===== config.mk =====
export PLATFORM = sky130hd
export DESIGN_NAME = disp_seq_ctrl
export DESIGN_NICKNAME = d
export VERILOG_FILES = /design/src/rtl/disp_seq_pkg.sv /design/src/rtl/disp_seq_regs.sv /design/src/rtl/disp_seq_engine.sv /design/src/rtl/disp_seq_irq.sv /design/src/rtl/disp_seq_ctrl.sv
export SDC_FILE = /design/constraint.sdc
export NUM_CORES = 1
export LEC_CHECK = 0
export ABC_AREA = 1
export BUFFER_PORTS_ARGS = -buffer_cell sky130_fd_sc_hd__buf_2
export CORE_MARGIN = 2
export CORE_UTILIZATION = 45
export DETAILED_ROUTE_END_ITERATION = 6
export GPL_TIMING_DRIVEN = 0
export HOLD_SLACK_MARGIN = 0.08
export PLACE_DENSITY = 0.81
export SYNTH_ARGS = -nofsm -noshare
export SYNTH_HDL_FRONTEND = slang
export SYNTH_SLANG_ARGS = --single-unit

===== constraint.sdc =====
create_clock -name clk_i -period 1.6 [get_ports clk_i]
set_clock_uncertainty 0.05 [all_clocks]
set_input_delay 0.08 -clock clk_i [delete_from_list [all_inputs] [get_ports clk_i]]
set_output_delay 0.08 -clock clk_i [all_outputs]
set_load 0.02 [all_outputs]

===== src/rtl/disp_seq_pkg.sv =====
package disp_seq_pkg;
  localparam int ADDR_W = 3;
  localparam int DATA_W = 32;
  localparam int STS_W  = 6;

  localparam logic [ADDR_W-1:0] A_CTRL   = 3'd0;
  localparam logic [ADDR_W-1:0] A_MODE   = 3'd1;
  localparam logic [ADDR_W-1:0] A_OUTCTL = 3'd2;
  localparam logic [ADDR_W-1:0] A_STAGE  = 3'd3;
  localparam logic [ADDR_W-1:0] A_ACTIVE = 3'd4;
  localparam logic [ADDR_W-1:0] A_IEN    = 3'd5;
  localparam logic [ADDR_W-1:0] A_ICLR   = 3'd6;
  localparam logic [ADDR_W-1:0] A_ISTS   = 3'd7;

  localparam int CTRL_RUN  = 0;
  localparam int CTRL_STOP = 1;
  localparam int CTRL_UPD  = 2;
  localparam int OUT_TE_EN = 8;

  localparam int IRQ_DONE = 0;
  localparam int IRQ_TE   = 1;
  localparam int IRQ_UF   = 2;
  localparam int IRQ_UPD  = 4;
  localparam int IRQ_VS   = 5;
  localparam logic [STS_W-1:0] STS_MASK = 6'b110111;

  typedef enum logic [1:0] {CMD_IDLE, CMD_WAIT, CMD_ACTIVE} cmd_st_e;
endpackage


===== src/rtl/disp_seq_regs.sv =====
module disp_seq_regs
  import disp_seq_pkg::*;
#(
  parameter int CFG_W = 16
) (
  input  logic              clk_i,
  input  logic              rst_ni,
  input  logic              we_i,
  input  logic [ADDR_W-1:0] addr_i,
  input  logic [DATA_W-1:0] wdata_i,
  output logic [DATA_W-1:0] rdata_o,
  input  logic              run_i,
  input  logic              stop_pend_i,
  input  logic              upd_pend_i,
  input  logic [CFG_W-1:0]  active_i,
  input  logic [STS_W-1:0]  sts_i,
  output logic              ctrl_wr_o,
  output logic [STS_W-1:0]  clr_mask_o,
  output logic              cmd_mode_o,
  output logic              te_en_o,
  output logic [CFG_W-1:0]  stage_o,
  output logic [STS_W-1:0]  en_o
);
  logic             mode_q, te_en_q;
  logic [CFG_W-1:0] stage_q;
  logic [STS_W-1:0] en_q;
  logic             wdata_unused;

  assign wdata_unused = ^wdata_i;

  always_ff @(posedge clk_i or negedge rst_ni) begin
    if (!rst_ni) begin
      mode_q  <= 1'b0;
      te_en_q <= 1'b0;
      stage_q <= '0;
      en_q    <= '0;
    end else if (we_i) begin
      case (addr_i)
        A_MODE:   mode_q  <= wdata_i[0];
        A_OUTCTL: te_en_q <= wdata_i[OUT_TE_EN];
        A_STAGE:  stage_q <= wdata_i[CFG_W-1:0];
        A_IEN:    en_q    <= wdata_i[STS_W-1:0] & STS_MASK;
        default:  ;
      endcase
    end
  end

  always_comb begin
    rdata_o = '0;
    case (addr_i)
      A_CTRL: begin
        rdata_o[CTRL_RUN]  = run_i;
        rdata_o[CTRL_STOP] = stop_pend_i;
        rdata_o[CTRL_UPD]  = upd_pend_i;
      end
      A_MODE:   rdata_o[0] = mode_q;
      A_OUTCTL: rdata_o[OUT_TE_EN] = te_en_q;
      A_STAGE:  rdata_o[CFG_W-1:0] = stage_q;
      A_ACTIVE: rdata_o[CFG_W-1:0] = active_i;
      A_IEN:    rdata_o[STS_W-1:0] = en_q;
      A_ISTS:   rdata_o[STS_W-1:0] = sts_i;
      default:  rdata_o = '0;
    endcase
  end

  assign ctrl_wr_o  = we_i && (addr_i == A_CTRL);
  assign clr_mask_o = (we_i && (addr_i == A_ICLR)) ? wdata_i[STS_W-1:0] : '0;
  assign cmd_mode_o = mode_q;
  assign te_en_o    = te_en_q;
  assign stage_o    = stage_q;
  assign en_o       = en_q;
endmodule


===== src/rtl/disp_seq_engine.sv =====
module disp_seq_engine
  import disp_seq_pkg::*;
#(
  parameter int CFG_W = 16
) (
  input  logic             clk_i,
  input  logic             rst_ni,
  input  logic             ctrl_wr_i,
  input  logic [2:0]       ctrl_bits_i,
  input  logic             cmd_mode_i,
  input  logic             te_en_i,
  input  logic [CFG_W-1:0] stage_i,
  input  logic             frame_end_i,
  input  logic             te_i,
  output logic             run_o,
  output logic             stop_pend_o,
  output logic             upd_pend_o,
  output logic [CFG_W-1:0] cfg_o,
  output logic             frame_start_o,
  output logic             evt_done_o,
  output logic             evt_upd_o
);
  logic             run_q, stop_q, upd_q, fs_q;
  logic [CFG_W-1:0] cfg_q;
  cmd_st_e          st_q, st_d;
  logic             run_rise, vid_stop_fire, upd_fire, cmd_go, cmd_fin;

  assign run_rise      = ctrl_wr_i && ctrl_bits_i[CTRL_RUN] && !run_q;
  assign vid_stop_fire = !cmd_mode_i && stop_q && run_q && frame_end_i;
  assign upd_fire      = !cmd_mode_i && upd_q && (!run_q || frame_end_i);
  assign cmd_go        = cmd_mode_i && (st_q == CMD_WAIT) && (!te_en_i || te_i);
  assign cmd_fin       = cmd_mode_i && (st_q == CMD_ACTIVE) && frame_end_i;

  always_comb begin
    st_d = st_q;
    if (!cmd_mode_i) st_d = CMD_IDLE;
    else begin
      case (st_q)
        CMD_IDLE:   if (run_rise) st_d = CMD_WAIT;
        CMD_WAIT:   if (cmd_go)   st_d = CMD_ACTIVE;
        CMD_ACTIVE: if (cmd_fin)  st_d = CMD_IDLE;
        default:    st_d = CMD_IDLE;
      endcase
    end
  end

  always_ff @(posedge clk_i or negedge rst_ni) begin
    if (!rst_ni) begin
      run_q  <= 1'b0;
      stop_q <= 1'b0;
      upd_q  <= 1'b0;
      fs_q   <= 1'b0;
      cfg_q  <= '0;
      st_q   <= CMD_IDLE;
    end else begin
      st_q <= st_d;
      if (evt_done_o)    run_q <= 1'b0;
      else if (run_rise) run_q <= 1'b1;
      if (evt_done_o) stop_q <= 1'b0;
      else if (ctrl_wr_i && ctrl_bits_i[CTRL_STOP] && run_q && !cmd_mode_i) stop_q <= 1'b1;
      // a fresh request beats retirement so no write is lost
      if (ctrl_wr_i && ctrl_bits_i[CTRL_UPD] && !cmd_mode_i) upd_q <= 1'b1;
      else if (upd_fire) upd_q <= 1'b0;
      if (upd_fire)                      cfg_q <= stage_i;
      else if (cmd_mode_i && run_rise)   cfg_q <= stage_i;
      fs_q <= cmd_go ||
              (!cmd_mode_i && (run_rise || (run_q && frame_end_i && !stop_q)));
    end
  end

  assign evt_done_o    = vid_stop_fire || cmd_fin;
  assign evt_upd_o     = upd_fire;
  assign run_o         = run_q;
  assign stop_pend_o   = stop_q;
  assign upd_pend_o    = upd_q;
  assign cfg_o         = cfg_q;
  assign frame_start_o = fs_q;
endmodule


===== src/rtl/disp_seq_irq.sv =====
module disp_seq_irq
  import disp_seq_pkg::*;
(
  input  logic             clk_i,
  input  logic             rst_ni,
  input  logic             evt_done_i,
  input  logic             te_i,
  input  logic             underflow_i,
  input  logic             evt_upd_i,
  input  logic             vsync_i,
  input  logic [STS_W-1:0] clr_mask_i,
  input  logic [STS_W-1:0] en_i,
  output logic [STS_W-1:0] sts_o,
  output logic             irq_o
);
  logic [STS_W-1:0] sts_q, set_v;

  always_comb begin
    set_v           = '0;
    set_v[IRQ_DONE] = evt_done_i;
    set_v[IRQ_TE]   = te_i;
    set_v[IRQ_UF]   = underflow_i;
    set_v[IRQ_UPD]  = evt_upd_i;
    set_v[IRQ_VS]   = vsync_i;
  end

  always_ff @(posedge clk_i or negedge rst_ni) begin
    if (!rst_ni) sts_q <= '0;
    else         sts_q <= ((sts_q & ~clr_mask_i) | set_v) & STS_MASK;
  end

  assign sts_o = sts_q;
  assign irq_o = |(sts_q & en_i);
endmodule


===== src/rtl/disp_seq_ctrl.sv =====
module disp_seq_ctrl
  import disp_seq_pkg::*;
#(
  parameter int CFG_W = 16
) (
  input  logic              clk_i,
  input  logic              rst_ni,
  input  logic              reg_we_i,
  input  logic [ADDR_W-1:0] reg_addr_i,
  input  logic [DATA_W-1:0] reg_wdata_i,
  output logic [DATA_W-1:0] reg_rdata_o,
  input  logic              frame_end_i,
  input  logic              te_i,
  input  logic              underflow_i,
  input  logic              vsync_i,
  output logic [CFG_W-1:0]  cfg_o,
  output logic              frame_start_o,
  output logic              irq_o
);
  logic             ctrl_wr, cmd_mode, te_en, run, stop_pend, upd_pend;
  logic             evt_done, evt_upd;
  logic [STS_W-1:0] clr_mask, en, sts;
  logic [CFG_W-1:0] stage;

  disp_seq_regs #(.CFG_W(CFG_W)) u_regs (
    .clk_i, .rst_ni,
    .we_i(reg_we_i), .addr_i(reg_addr_i), .wdata_i(reg_wdata_i), .rdata_o(reg_rdata_o),
    .run_i(run), .stop_pend_i(stop_pend), .upd_pend_i(upd_pend),
    .active_i(cfg_o), .sts_i(sts),
    .ctrl_wr_o(ctrl_wr), .clr_mask_o(clr_mask), .cmd_mode_o(cmd_mode),
    .te_en_o(te_en), .stage_o(stage), .en_o(en)
  );

  disp_seq_engine #(.CFG_W(CFG_W)) u_engine (
    .clk_i, .rst_ni,
    .ctrl_wr_i(ctrl_wr), .ctrl_bits_i(reg_wdata_i[2:0]),
    .cmd_mode_i(cmd_mode), .te_en_i(te_en), .stage_i(stage),
    .frame_end_i, .te_i,
    .run_o(run), .stop_pend_o(stop_pend), .upd_pend_o(upd_pend),
    .cfg_o, .frame_start_o,
    .evt_done_o(evt_done), .evt_upd_o(evt_upd)
  );

  disp_seq_irq u_irq (
    .clk_i, .rst_ni,
    .evt_done_i(evt_done), .te_i, .underflow_i, .evt_upd_i(evt_upd), .vsync_i,
    .clr_mask_i(clr_mask), .en_i(en), .sts_o(sts), .irq_o
  );
endmodule


==> results of run 1 <==
## kinds of logic after synthesis
| logic type | Yosys count | share of synthesized area [%] |
|---|---|---|
| other cells | 1 | 0.148 |
| flops | 50 | 49.5 |
| buf+inv | 53 | 11.2 |
| compound gates | 39 | 10.6 |
| simple gates | 166 | 28.6 |
## layer usage
| metal | wire [um] | vias to the layer above |
|---|---|---|
| li1 | - | 1184 |
| met1 | 2820 | 1154 |
| met2 | 3030 | 105 |
| met3 | 425 | 17 |
| met4 | 148 | 0 |
| met5 | 0 | - |
## what timing repair did
| item | in CTS | in global routing |
|---|---|---|
| setup endpoints to repair | 0 | 16 |
| gates resized for setup | 0 | 10 |
| endpoints found under the hold margin | 80 | 0 |
| hold buffers | 23 | 0 |
## final timing paths
path	from	endpoint	slack, ns	depth (start not counted)
max reg2reg	u_regs.cmd_mode_o$_DFFE_PN0P_	u_engine.cfg_o[15]$_DFFE_PN0P_	0.11	6
max	u_regs.cmd_mode_o$_DFFE_PN0P_	u_engine.cfg_o[15]$_DFFE_PN0P_	0.11	6
min	reg_we_i	u_regs.cmd_mode_o$_DFFE_PN0P_	0.09	3
min reg2reg	u_regs.stage_o[0]$_DFFE_PN0P_	u_engine.cfg_o[0]$_DFFE_PN0P_	0.45	2
max in group asynchronous	rst_ni	u_regs.cmd_mode_o$_DFFE_PN0P_	0.31	2
min in group asynchronous	rst_ni	u_regs.stage_o[9]$_DFFE_PN0P_	0.45	2
## cell usage after synthesis
master,number,area share (%)
inv_1,25,3.7
nand2_1,107,16
nand3_1,41,8.1
nand4_1,5,1.2
a21oi_1,2,0.40
nor3_1,2,0.40
a22o_1,10,3.5
buf_2,4,0.79
nand4_4,1,0.84
a21boi_0,1,0.30
inv_2,2,0.30
o2111ai_1,2,0.69
o21ai_0,20,4.0
buf_4,17,5.0
conb_1,1,0.15
o211ai_4,1,0.84
buf_6,2,0.89
nor2_4,1,0.45
a221oi_1,1,0.35
nand2_4,1,0.45
clkbuf_1,3,0.45
nor2_1,8,1.2
o21bai_1,2,0.59
dfrtp_1,50,50
## registers in the layout (all words and copies together), names as in the netlist
register / flops
u_engine.frame_start_o: 1
u_regs.cmd_mode_o: 1
u_regs.stage_o: 16
u_regs.te_en_o: 1
u_engine.run_o: 1
u_engine.stop_pend_o: 1
u_engine.st_q: 2
u_irq.sts_o: 5
u_engine.upd_pend_o: 1
u_engine.cfg_o: 16
u_regs.en_o: 5
## through the flow
stage | hold slack, ns | utilization (%) | instances
after CTS | 0.0858 | 60.4 | 484
final | 0.0922 | 60.7 | 484
after global placement | 0.227 | 54.2 | 454
after floorplan | -0.266 | - | 324
after global routing | 0.112 | 60.7 | 484
after detailed placement | 0.238 | 54.2 | 454
## where the power goes
group          switching (mW)  internal (mW)
registers               0.338           1.64
clock network           0.401          0.500
logic                   0.986          0.577
total                    1.73           2.72
## worst max-delay path: cells and delay by family, from the launching register on
kind,cells,cell delay [ns]
AOI/OAI and AO/OA,1,0.20
buffers and inverters,2,0.39
DFF,1,0.47
and+or+nand+nor,3,0.30
## final cells by class
class / count / area (um2)
Buffer: 26 / 185
Clock buffer: 6 / 82.6
Clock inverter: 1 / 30.0
Fill cell: 480 / 2150
Inverter: 27 / 101
Multi-Input combinational cell: 221 / 1060
Sequential cell: 50 / 1250
Tap cell: 72 / 90.1
Timing Repair Buffer: 81 / 523
==> run_results.csv, run 1 <==
group,metric,value,unit
status,outcome,"finished clean",
power_and_ir_drop,p_leak,1.85,nW
grt,grt_use_met3,4.43,%
power_and_ir_drop,finalPower,4.44,mW
worst_setup_path,crit_fanout,10,
sta,finalMaxSlewViolations,0,
floorplan,coreArea,0.00547,mm2
sta,rsz0062_at_grt,"false",
min_path,hold_class,"in -> reg",
grt,use_met2,34.2,%
sta,fmax,672,MHz
clocking,clockBufferDepth,2,
worst_setup_path,cp_slowest_stage_delay,0.47,ns
detailed_routing,drc,0,
clocking,post_cts_buffers,0,
placement,dpl_cell_area,0.00296,mm2
worst_setup_path,worstPathCellList,"inv_1 > o211ai_4 > nand2_4 > buf_6 > nand2_1 > nand2_1",
synth,avgSynthCellArea,8.18,um2
final_layout,syn_to_final_growth,31.5,%
final_layout,drive_above_1_share,24.3,%
worst_setup_path,crit_top_cell,"nand2_1",
grt,antenna_found_initial,0,
final_layout,finish.instance_area,0.00332,mm2
detailed_routing,wirelength,6430,um
worst_setup_path,critPathRequiredTime,1.79,ns
clocking,path_clk_slew,0.09,ns
sta,hold_viol_final,0,
worst_setup_path,end_kind,"register",
synth,yosysUniqueCellTypes,24,
grt,grt_usage,21.5,%
synth,seq_area_frac_synth,49.5,%
job,maxCapViolCount,0,
sta,worst_slew_pin_slew,1.08,ns
floorplan,start_util,46.2,%
grt,grt-busiest-layer,"met2",
worst_setup_path,path_class,"reg -> reg",
final_layout,mostFrequentLayoutCell,"nand2_1",
detailed_routing,vias_per_cell,5.08,
worst_setup_path,start_kind,"register",
grt,grt_pass1_wl,10500,um
clocking,numCtsBuffers,5,
clocking,root_buffer,"clkbuf_8",
power_and_ir_drop,power.density,1340,mW/mm2
placement,gp_congestion,0.840,
synth,synthCells,309,
sta,finalSetupViolCount,0,
floorplan,die_area,0.00623,mm2
grt,grt_pass1_vias,2237,
detailed_routing,drt_iter0_drc,229,
sta,worst_slack,0.113,ns
sta,min_period,1.49,ns
placement,dpl_worst_slack,0.0292,ns
power_and_ir_drop,peakVddDrop,693,uV
floorplan,ios,92,
detailed_routing,via_count,2460,
floorplan,fp-row-count,27,
worst_setup_path,crit_path_top_delay_cell,"dfrtp_2",
placement,portBuffers,58,
worst_setup_path,worstPathArrival,1.68,ns
final_layout,nets,454,
detailed_routing,wl_per_cell,13.3,um
clocking,cts.sinks,50,
synth,netlist_area,0.00253,mm2
synth,synth_seq_cells,50,
sta,min_period_over_period,93.0,%
sta,relSlewSlack,28.2,%
grt,grtUsageMet1,29.5,%
grt,grt_max_degree,51,
synth,yosys_warnings,0,
floorplan,die_w,78.9,um
sta,fin_tns_setup,0,ns
detailed_routing,first_pass_iters,4,
grt,globalRouteOverflowTotal,0,
detailed_routing,postRouteAntennaNets,0,
final_layout,antenna_cells,0,
floorplan,die_h,78.9,um
clocking,h-tree-depth,2,
placement,dp_hpwl,4480,um
clocking,cts_tree,"done",
clocking,clock_latency,0.30,ns
final_layout,final_cell_mix,"nand2_1 (107), buf_2 (60), dfrtp_1 (49)",
Note: power is estimated with default switching activity, not from simulation.
==> run 2, diff against run 1 <==
--- a/config.mk
+++ b/config.mk
@@ -6,13 +6,13 @@
 export NUM_CORES = 1
 export LEC_CHECK = 0
 export ABC_AREA = 1
-export BUFFER_PORTS_ARGS = -buffer_cell sky130_fd_sc_hd__buf_2
 export CORE_MARGIN = 2
 export CORE_UTILIZATION = 45
 export DETAILED_ROUTE_END_ITERATION = 6
+export DONT_BUFFER_PORTS = 1
 export GPL_TIMING_DRIVEN = 0
 export HOLD_SLACK_MARGIN = 0.08
-export PLACE_DENSITY = 0.81
+export PLACE_DENSITY = 0.67
 export SYNTH_ARGS = -nofsm -noshare
 export SYNTH_HDL_FRONTEND = slang
 export SYNTH_SLANG_ARGS = --single-unit
==> run_results.csv, run 2 (synthesis gave the netlist of run 1 again) <==
group,metric,value,unit
worst_setup_path,crit_path_top_delay_cell,"dfrtp_1",
clocking,cts_tree,"done",
clocking,clock_latency,0.30,ns
grt,grt-busiest-layer,"met2",
floorplan,die_w,78.9,um
grt,grtUsageMet1,29.3,%
worst_setup_path,cp_slowest_stage_delay,0.43,ns
sta,relSlewSlack,52.6,%
sta,fmax,645,MHz
worst_setup_path,reg2reg_depth,4,
worst_setup_path,crit_end,"reg_rdata_o[0]",
floorplan,ios,92,
clocking,numCtsBuffers,5,
worst_setup_path,end_kind,"output port",
floorplan,coreArea,0.00547,mm2
final_layout,antenna_cells,0,
sta,rsz0062_at_grt,"false",
placement,dpl_cell_area,0.00267,mm2
detailed_routing,wl_per_cell,14.5,um
placement,dpl_worst_slack,0.122,ns
sta,worst_slack,0.0500,ns
grt,grt_pass1_wl,10400,um
detailed_routing,vias_per_cell,5.11,
clocking,cts.sinks,50,
detailed_routing,drt_iter0_drc,213,
detailed_routing,via_count,2243,
grt,grt_max_degree,51,
power_and_ir_drop,power.density,1290,mW/mm2
power_and_ir_drop,peakVddDrop,525,uV
final_layout,drive_above_1_share,11.4,%
worst_setup_path,rr_startpoint,"u_regs.cmd_mode_o$_DFFE_PN0P_",
job,maxCapViolCount,0,
floorplan,die_area,0.00623,mm2
floorplan,start_util,46.2,%
worst_setup_path,crit_fanout,5,
worst_setup_path,worstPathArrival,1.42,ns
floorplan,die_h,78.9,um
grt,grt_pass1_vias,2077,
worst_setup_path,crit_top_cell,"inv_1",
sta,finalSetupViolCount,0,
min_path,hold_class,"in -> reg",
grt,globalRouteOverflowTotal,0,
sta,min_period,1.55,ns
power_and_ir_drop,p_leak,1.63,nW
sta,fin_tns_setup,0,ns
sta,finalMaxSlewViolations,0,
power_and_ir_drop,finalPower,4.08,mW
worst_setup_path,crit_buf_inv,2,
placement,portBuffers,0,
sta,min_period_over_period,96.9,%
worst_setup_path,cp-startpoint,"u_engine.run_o$_DFFE_PN0P_",
worst_setup_path,path_delay_family,"flip-flops",
worst_setup_path,worstPathCellList,"inv_1 > o21ai_0 > inv_1 > nand4_1",
final_layout,final_cell_mix,"nand2_1 (107), dfrtp_1 (50), nand3_1 (41)",
sta,worst_slew_pin_slew,0.703,ns
final_layout,nets,408,
worst_setup_path,path_class,"reg -> out",
worst_setup_path,critPathRequiredTime,1.47,ns
status,outcome,"finished clean",
detailed_routing,drc,0,
grt,antenna_found_initial,0,
sta,hold_viol_final,0,
worst_setup_path,rrSetupSlack,0.14,ns
final_layout,n_fill_cell,529,
final_layout,syn_to_final_growth,24.6,%
clocking,clockBufferDepth,2,
clocking,root_buffer,"clkbuf_8",
worst_setup_path,cp_num_cells,4,
grt,grt_usage,21.5,%
detailed_routing,wirelength,6380,um
final_layout,finish.instance_area,0.00315,mm2
sta,hold_ws,0.0864,ns
detailed_routing,first_pass_iters,4,
floorplan,fp-row-count,27,
worst_setup_path,r2r_end,"u_engine.upd_pend_o$_DFFE_PN0P_",
placement,dp_hpwl,4340,um
final_layout,mostFrequentLayoutCell,"nand2_1",
grt,grt_use_met3,5.45,%
detailed_routing,postRouteAntennaNets,0,
clocking,h-tree-depth,2,
clocking,path_clk_slew,0.09,ns
placement,gp_congestion,0.799,
grt,use_met2,33.9,%
worst_setup_path,start_kind,"register",
-- run 2: metal layers --
layer  vias to the layer above  part of all wire, %
li1                       1094                    -
met1                      1075                   43
met2                        67                   49
met3                         7                  7.0
met4                         0                  1.1
met5                         -                    0
-- run 2: power by group --
part / leakage, nW / internal, mW / total, mW / switching, mW
clock: 0.0472 / 0.348 / 0.782 / 0.434
sequential: 0.623 / 1.64 / 2.26 / 0.622
combinational: 0.959 / 0.423 / 1.04 / 0.612
-- run 2: what timing repair did --
item                                    in CTS  in global routing
resized for setup                            0                  3
setup buffers                                0                  2
endpoints found under the setup margin       0                 10
hold endpoints to repair                    92                  0
hold buffers                                33                  0
-- run 2: final cells by class --
class	instances	area, um2	area share, %
clock inverters	2	12.5	0.397
well taps	72	90.1	2.86
flip-flops and latches	50	1250	39.7
plain buffers	26	184	5.84
repair buffers	35	375	11.9
multi-input cells	221	1050	33.4
clock buffers	6	82.6	2.62
inverters	27	101	3.22
-- run 2: how the worst min path moves through the flow --
stage / depth (start not counted) / slack (ns) / endpoint / from
final: 4 / 0.09 / u_regs.te_en_o$_DFFE_PN0P_ / reg_addr_i[1]
after global routing: 2 / 0.12 / u_regs.en_o[0]$_DFFE_PN0P_ / reg_we_i
after CTS: 4 / 0.08 / u_regs.te_en_o$_DFFE_PN0P_ / reg_addr_i[1]
after detailed placement: 0 / -0.26 / u_engine.frame_start_o$_DFF_PN0_ / rst_ni
after global placement: 0 / -0.26 / u_engine.frame_start_o$_DFF_PN0_ / rst_ni
after floorplan: 0 / -0.27 / u_engine.cfg_o[0]$_DFFE_PN0P_ / rst_ni
-- run 2: tightest hold or removal path, cell delays in order --
cell     delay [ns]
buf_6          0.11
nand3_1        0.09
nand2_1        0.05
o21ai_0        0.07
-- run 2: through the flow --
step                      util (%)  instances
final                         57.5        439
after global routing          57.5        439
after CTS                     57.0        437
after detailed placement      48.9        396
after global placement        48.9        396
after floorplan                  -        324
